$ cat config.mk
export PLATFORM = sky130hd
export DESIGN_NAME = rxf_accept_filter
export DESIGN_NICKNAME = d
export VERILOG_FILES = /design/src/rtl/rxf_pkg.sv /design/src/rtl/rxf_addr_capture.sv /design/src/rtl/rxf_class_decode.sv /design/src/rtl/rxf_accept_decide.sv /design/src/rtl/rxf_accept_filter.sv
export SDC_FILE = /design/constraint.sdc
export NUM_CORES = 1
export LEC_CHECK = 0
export ABC_AREA = 1
export ABC_CLOCK_PERIOD_IN_PS = 2900
export BUFFER_PORTS_ARGS = -buffer_cell sky130_fd_sc_hd__buf_2
export CORE_AREA = 5 5 83 85
export DETAILED_ROUTE_END_ITERATION = 10
export DIE_AREA = 0 0 88 90
export GPL_TIMING_DRIVEN = 1
export PLACE_DENSITY = 0.91
export SYNTH_ARGS = -nofsm -noshare
export SYNTH_HDL_FRONTEND = slang
export SYNTH_SLANG_ARGS = --single-unit
$ cat constraint.sdc
create_clock -name clk -period 2.9 [get_ports clk]
set_input_delay 0.58 -clock clk [delete_from_list [all_inputs] [get_ports clk]]
set_output_delay 0.58 -clock clk [all_outputs]
set_load 0.005 [all_outputs]
$ cat src/rtl/rxf_pkg.sv
package rxf_pkg;

    typedef enum logic [1:0] {
        CLS_PHYS  = 2'd0,
        CLS_MCAST = 2'd1,
        CLS_BCAST = 2'd2
    } dst_class_e;

    typedef struct packed {
        logic keep;
        logic rok;
        logic err;
        logic runt;
        logic lng;
        logic bcast;
        logic mcast;
        logic pmatch;
    } rx_status_t;

    typedef struct packed {
        logic valid;
        rx_status_t st;
    } rx_result_t;

endpackage

$ cat src/rtl/rxf_addr_capture.sv
module rxf_addr_capture #(
    parameter int ADDR_BYTES = 6,
    localparam int CNT_W = $clog2(ADDR_BYTES + 1),
    localparam int ADDR_W = 8 * ADDR_BYTES
) (
    input  logic              clk,
    input  logic              rst_n,
    input  logic              byte_valid,
    input  logic [7:0]        byte_in,
    input  logic              frame_end,
    output logic [ADDR_W-1:0] dest,
    output logic              complete
);

    typedef struct packed {
        logic [ADDR_BYTES-1:0][7:0] oct;
        logic [CNT_W-1:0]           cnt;
    } cap_t;

    cap_t cap_d, cap_q;

    always_comb begin
        cap_d = cap_q;
        if (frame_end) begin
            cap_d.cnt = '0;
        end else if (byte_valid && (cap_q.cnt < CNT_W'(ADDR_BYTES))) begin
            for (int i = 0; i < ADDR_BYTES; i++) begin
                if (cap_q.cnt == CNT_W'(i)) begin
                    cap_d.oct[i] = byte_in;
                end
            end
            cap_d.cnt = cap_q.cnt + 1'b1;
        end
    end

    always_ff @(posedge clk) begin
        if (!rst_n) begin
            cap_q <= '0;
        end else begin
            cap_q <= cap_d;
        end
    end

    assign dest     = cap_q.oct;
    assign complete = (cap_q.cnt == CNT_W'(ADDR_BYTES));

    // Byte counter never runs past the address length
    assert_cnt_bound_R9: assert property (@(posedge clk) disable iff (!rst_n)
        cap_q.cnt <= CNT_W'(ADDR_BYTES));

    // Input rule: no address byte in the frame-end cycle
    assert_no_byte_at_end_R9: assert property (@(posedge clk) disable iff (!rst_n)
        frame_end |-> !byte_valid);

endmodule

$ cat src/rtl/rxf_class_decode.sv
module rxf_class_decode
    import rxf_pkg::*;
#(
    parameter int ADDR_BYTES = 6,
    localparam int ADDR_W = 8 * ADDR_BYTES
) (
    input  logic [ADDR_W-1:0] dest,
    input  logic [ADDR_W-1:0] station,
    output dst_class_e        cls,
    output logic              pmatch
);

    logic all_ones;

    always_comb begin
        all_ones = &dest;
        if (all_ones) begin
            cls = CLS_BCAST;
        end else if (dest[0]) begin
            cls = CLS_MCAST;
        end else begin
            cls = CLS_PHYS;
        end
        pmatch = (cls == CLS_PHYS) && (dest == station);
    end

endmodule

$ cat src/rtl/rxf_accept_decide.sv
module rxf_accept_decide
    import rxf_pkg::*;
#(
    parameter int LEN_W       = 16,
    parameter int MIN_LEN     = 64,
    parameter int MAX_LEN     = 4096,
    parameter int ERR_MIN_LEN = 8
) (
    input  dst_class_e       cls,
    input  logic             pmatch,
    input  logic             complete,
    input  logic [LEN_W-1:0] len,
    input  logic             crc_err,
    input  logic             en_bcast,
    input  logic             en_mcast,
    input  logic             en_match,
    input  logic             en_all,
    input  logic             en_err,
    input  logic             en_err8,
    output rx_status_t       st
);

    logic is_b, is_m, is_p;
    logic addr_ok, len_ok, runt, lng;

    always_comb begin
        is_b = complete && (cls == CLS_BCAST);
        is_m = complete && (cls == CLS_MCAST);
        is_p = complete && (cls == CLS_PHYS);

        addr_ok = (is_b && en_bcast)
               || (is_m && en_mcast)
               || (is_p && pmatch && en_match)
               || (is_p && en_all);

        runt = (len < LEN_W'(MIN_LEN));
        lng  = (len > LEN_W'(MAX_LEN));

        if (!crc_err) begin
            len_ok = !runt;
        end else if (en_err) begin
            len_ok = !runt;
        end else if (en_err8) begin
            len_ok = (len >= LEN_W'(ERR_MIN_LEN));
        end else begin
            len_ok = 1'b0;
        end

        st.keep   = addr_ok && len_ok;
        st.rok    = st.keep && !crc_err;
        st.err    = st.keep && crc_err;
        st.runt   = runt;
        st.lng    = lng;
        st.bcast  = is_b;
        st.mcast  = is_m;
        st.pmatch = is_p && pmatch;
    end

endmodule

$ cat src/rtl/rxf_accept_filter.sv
module rxf_accept_filter
    import rxf_pkg::*;
#(
    parameter int ADDR_BYTES  = 6,
    parameter int LEN_W       = 16,
    parameter int MIN_LEN     = 64,
    parameter int MAX_LEN     = 4096,
    parameter int ERR_MIN_LEN = 8,
    localparam int ADDR_W = 8 * ADDR_BYTES
) (
    input  logic              clk,
    input  logic              rst_n,
    input  logic              rx_byte_valid,
    input  logic [7:0]        rx_byte,
    input  logic              rx_frame_end,
    input  logic [LEN_W-1:0]  rx_frame_len,
    input  logic              rx_crc_err,
    input  logic [ADDR_W-1:0] station_addr,
    input  logic              cfg_acc_bcast,
    input  logic              cfg_acc_mcast,
    input  logic              cfg_acc_match,
    input  logic              cfg_acc_all,
    input  logic              cfg_acc_err,
    input  logic              cfg_acc_err8,
    output logic              res_valid,
    output logic              res_keep,
    output logic              res_rok,
    output logic              res_err,
    output logic              res_runt,
    output logic              res_long,
    output logic              res_bcast,
    output logic              res_mcast,
    output logic              res_match
);

    logic [ADDR_W-1:0] dest;
    logic              complete;
    dst_class_e        cls;
    logic              pmatch;
    rx_status_t        dec_st;
    rx_result_t        res_d, res_q;

    rxf_addr_capture #(.ADDR_BYTES(ADDR_BYTES)) u_cap (
        .clk        (clk),
        .rst_n      (rst_n),
        .byte_valid (rx_byte_valid),
        .byte_in    (rx_byte),
        .frame_end  (rx_frame_end),
        .dest       (dest),
        .complete   (complete)
    );

    rxf_class_decode #(.ADDR_BYTES(ADDR_BYTES)) u_cls (
        .dest    (dest),
        .station (station_addr),
        .cls     (cls),
        .pmatch  (pmatch)
    );

    rxf_accept_decide #(
        .LEN_W       (LEN_W),
        .MIN_LEN     (MIN_LEN),
        .MAX_LEN     (MAX_LEN),
        .ERR_MIN_LEN (ERR_MIN_LEN)
    ) u_dec (
        .cls      (cls),
        .pmatch   (pmatch),
        .complete (complete),
        .len      (rx_frame_len),
        .crc_err  (rx_crc_err),
        .en_bcast (cfg_acc_bcast),
        .en_mcast (cfg_acc_mcast),
        .en_match (cfg_acc_match),
        .en_all   (cfg_acc_all),
        .en_err   (cfg_acc_err),
        .en_err8  (cfg_acc_err8),
        .st       (dec_st)
    );

    always_comb begin
        res_d = '0;
        if (rx_frame_end) begin
            res_d.valid = 1'b1;
            res_d.st    = dec_st;
        end
    end

    always_ff @(posedge clk) begin
        if (!rst_n) begin
            res_q <= '0;
        end else begin
            res_q <= res_d;
        end
    end

    assign res_valid = res_q.valid;
    assign res_keep  = res_q.st.keep;
    assign res_rok   = res_q.st.rok;
    assign res_err   = res_q.st.err;
    assign res_runt  = res_q.st.runt;
    assign res_long  = res_q.st.lng;
    assign res_bcast = res_q.st.bcast;
    assign res_mcast = res_q.st.mcast;
    assign res_match = res_q.st.pmatch;

    // Result appears only the cycle after a frame end
    assert_valid_after_end_R8: assert property (@(posedge clk) disable iff (!rst_n)
        res_valid |-> $past(rx_frame_end));

    // Idle cycles carry no result bits
    assert_idle_quiet_R8: assert property (@(posedge clk) disable iff (!rst_n)
        !res_valid |-> !(res_keep || res_runt || res_long || res_bcast || res_mcast || res_match));

    // At most one destination class is reported
    assert_class_onehot_R1: assert property (@(posedge clk) disable iff (!rst_n)
        $onehot0({res_bcast, res_mcast, res_match}));

    // Good and errored acceptance are exclusive, keep covers both
    assert_rok_err_excl_R7: assert property (@(posedge clk) disable iff (!rst_n)
        $onehot0({res_rok, res_err}) && (res_keep == (res_rok || res_err)));

    // A runt is never a good accepted frame
    assert_runt_not_ok_R4: assert property (@(posedge clk) disable iff (!rst_n)
        res_runt |-> !res_rok);

    // Oversized and runt are disjoint
    assert_long_not_runt_R5: assert property (@(posedge clk) disable iff (!rst_n)
        res_long |-> !res_runt);

    // Frame-end strobe lasts a single cycle
    assert_end_single_R8: assert property (@(posedge clk) disable iff (!rst_n)
        rx_frame_end |=> !rx_frame_end);

endmodule

==> summary.md <==
| Metric | Value |
|---|---|
| Post-cts gate resize count | `0` |
| Worst rel slew slack | `0.569` |
| Num ports | `92` |
| Final WL | `8.93 mm` |
| Cell Rows | `29` |
| Worst reg2reg endpoint | `u_cap.dest[23]` |
| Clock root cell | `clkbuf_8` |
| Switching pwr | `448 uW` |
| Hold Fails Final Rpt | `0` |
| CTS tree | `yes` |
| Final setup fails | `0` |
| First-pass DRT Iterations | `5` |
| Hold wc startpoint | `rx_crc_err` |
| Clock Latency Late Sink | `340 ps` |
| WHS Endpoint | `res_rok` |
| Seq cells post-synth | `60` |
| Initial Util | `0.537` |
| Overflow after GRT | `0` |
| Ranking of synthesized cells by area | `dfxtp_1, nand2_1, nor2_1` |
| DIE WIDTH | `88 um` |
| ANT nets after route | `0` |
| NumNets Final | `704` |
| Reg2Reg Depth | `6` |
| Least-Margin Pin Slew | `645 ps` |
| Vias in the first global route | `3,269` |
| Largest net degree at the start of global routing | `51` |
| Max-cap viol count | `0` |
| Post-DP HPWL | `6.84 mm` |
| Ant diodes | `0` |
| CTS clk-pin slew, worst paths | `60 ps` |
| Yosys warns | `0` |
| RSZ-0062 raised after global routing | `false` |
| Synthesis-to-layout area growth | `19.9%` |
| Sequential-to-total area share from yosys stat | `0.365` |
| Comb pwr share | `0.128` |
| Hold crit path type | `input port to flop` |
| Clock share of power | `0.363` |
| TritonCTS buffer count | `9` |
| CP max-delay cell | `nand4_1` |
| Largest area contributor in the netlist | `dfxtp_1` |
| CTS sink count | `60` |
| Initial antenna violation count | `0` |
| Final setup margin | `1100 ps` |
| DR iter-0 viols | `245` |
| PD cells | `427 nW/um^2` |
| Cell area after synthesis | `3290 um^2` |
| Fraction of layout cells with a size suffix above 1 | `0.189` |
| Die ar. | `7920 um^2` |
| Dpl ws | `890 ps` |
| Post-Syn Area per Cell | `6.30 um^2` |
| CTS Hold Bufs | `0` |
| Overall routing resource usage | `0.231` |
| CP Max Fanout | `15` |
| Worst path max stage delay | `520 ps` |
| Sw Share | `0.266` |
| Max Freq | `0.556 GHz` |
| Worst Setup Start Kind | `flop` |
| Post-synthesis cell count | `522` |
| DRC Markers | `0` |
| Placer Congestion | `0.833` |
| Fin crit share | `0.620` |
| Internal power | `1240 uW` |
| CP arrival | `2010 ps` |
| Syn Nets | `610` |
| Top-area cell type share of the netlist area | `0.365` |
| PortBufs | `91` |
| Worst-case clock buffer depth | `2` |
| Wire length per cell | `12.8 um` |
| Most frequent cells in the layout | `nand2_1, nor2_1, buf_2` |
| Worst path cell trace | `nand2_1, nand2_4, inv_1, nand4_1, o21ai_0, a21oi_1` |
| Hold Path Depth | `2` |
| Die height | `90 um` |
| Fin crit period | `1800 ps` |
| P_leak | `0.00196 uW` |
| Vias per cell | `5.06` |
| Peak supply drop | `0.311 mV` |
| Setup slack on the worst flop-to-flop path | `1100 ps` |
| Post CTS Setup Buffer Count | `0` |
| Commonest non-fill, non-tap cell in the layout | `nand2_1` |
| Critical path type | `flop to flop` |
| CP Capture Type | `flop` |
| Core Footprint | `6130 um^2` |
| Vias | `3,524` |
| Reg2reg start | `u_cap.cap_q[1]` |
| Setup TNS | `0 ps` |
| Status | `completed` |
| Clk_skew | `5.58 ps` |
| Count of cell types in the netlist | `30` |
| Global-route wire length before repair | `14.6 mm` |
| Max-slew violations | `0` |
| CP required | `3110 ps` |
| Sequential Power Share | `0.509` |
| H-tree level count | `3` |
metal layers:
metal	part of all wire	GRT usage	up-vias
met4	0.030	0.113	0
met3	0.077	0.0384	25
met5	0	0	-
met2	0.49	0.379	136
li1	-	-	1794
met1	0.40	0.287	1569
Yosys cell counts:
master       n
o21ai_0     48
nor3_1       3
dfxtp_1     60
a311o_1      1
nand4_1      3
bufinv_8     1
nand2_1    133
buf_1        1
nand3_1      6
o2111ai_1    1
nand2_2      2
nor3_2       1
o221ai_1     1
or2_2        1
nor2_1     127
ha_1         5
xnor2_1     15
nand2_4      1
inv_2        4
nor2_2       1
buf_2        1
inv_1       70
nor4_1       1
nor4_4       2
a21oi_1     22
buf_6        2
a211oi_1     1
xor2_1       3
clkbuf_1     4
buf_4        1
power groups by stage:
stage          logic (uW)  registers (uW)  clock network (uW)
2_1_floorplan         116             872                   0
3_3_place_gp          204             874                   0
3_5_place_dp          213             875                   0
4_1_cts               215             857                 616
5_1_grt               243             859                 653
6_report              216             858                 611
per-stage QoR:
| stage | utilization | power, uW | instances | hold slack (ps) | instance area, um^2 |
|---|---|---|---|---|---|
| floorplan | - | 988 | 522 | 457 | 3290 |
| global placement | 0.619 | 1080 | 682 | 472 | 3800 |
| detailed placement | 0.619 | 1090 | 682 | 478 | 3800 |
| CTS | 0.644 | 1690 | 697 | 397 | 3950 |
| global route | 0.644 | 1760 | 697 | 405 | 3950 |
| finish | 0.644 | 1690 | 697 | 400 | 3950 |
worst max-delay path: cells and delay by family (launching register included):
family,cells,cell delay [ps]
flops,1,350
simple gates,3,730
compound gates,2,460
buf+inv,1,120
area by class of cell:
cell class                      instances  area, um^2
Clock inverter                          3        15.0
Inverter                               75         295
Timing Repair Buffer                   92         463
Clock buffer                           12         135
Multi-Input combinational cell        378        1740
Tap cell                               77        96.3
Sequential cell                        60        1200
Fill cell                             550        2190
how the worst max path moves through the flow:
stage | start | to | slack (ps) | depth (start not counted)
finish | u_cap.cap_q[1] | u_cap.dest[23] | 1100 | 6
global route | u_cap.cap_q[2] | u_cap.dest[18] | 1000 | 6
CTS | u_cap.cap_q[2] | u_cap.dest[20] | 1150 | 6
detailed placement | rx_byte_valid | u_cap.dest[20] | 890 | 6
global placement | rx_byte_valid | u_cap.dest[19] | 1070 | 6
floorplan | rx_frame_end | u_cap.dest[6] | 1460 | 7
registers in the layout, summed over array words and instances, names as in the netlist:
register / count
u_cap.dest: 48
res_rok: 1
res_long: 1
res_valid: 1
res_keep: 1
res_match: 1
u_cap.cap_q: 3
res_runt: 1
res_err: 1
res_bcast: 1
res_mcast: 1
cells by family (layout without fill, tap and decap cells):
group	after synthesis	after routing	synth area share
simple gates	281	281	0.345
buf+inv	84	182	0.106
compound gates	74	74	0.117
flops	60	60	0.365
xor+xnor	18	18	0.0479
fa+ha+maj	5	5	0.0190
Note: power is estimated with default switching activity, not from simulation.
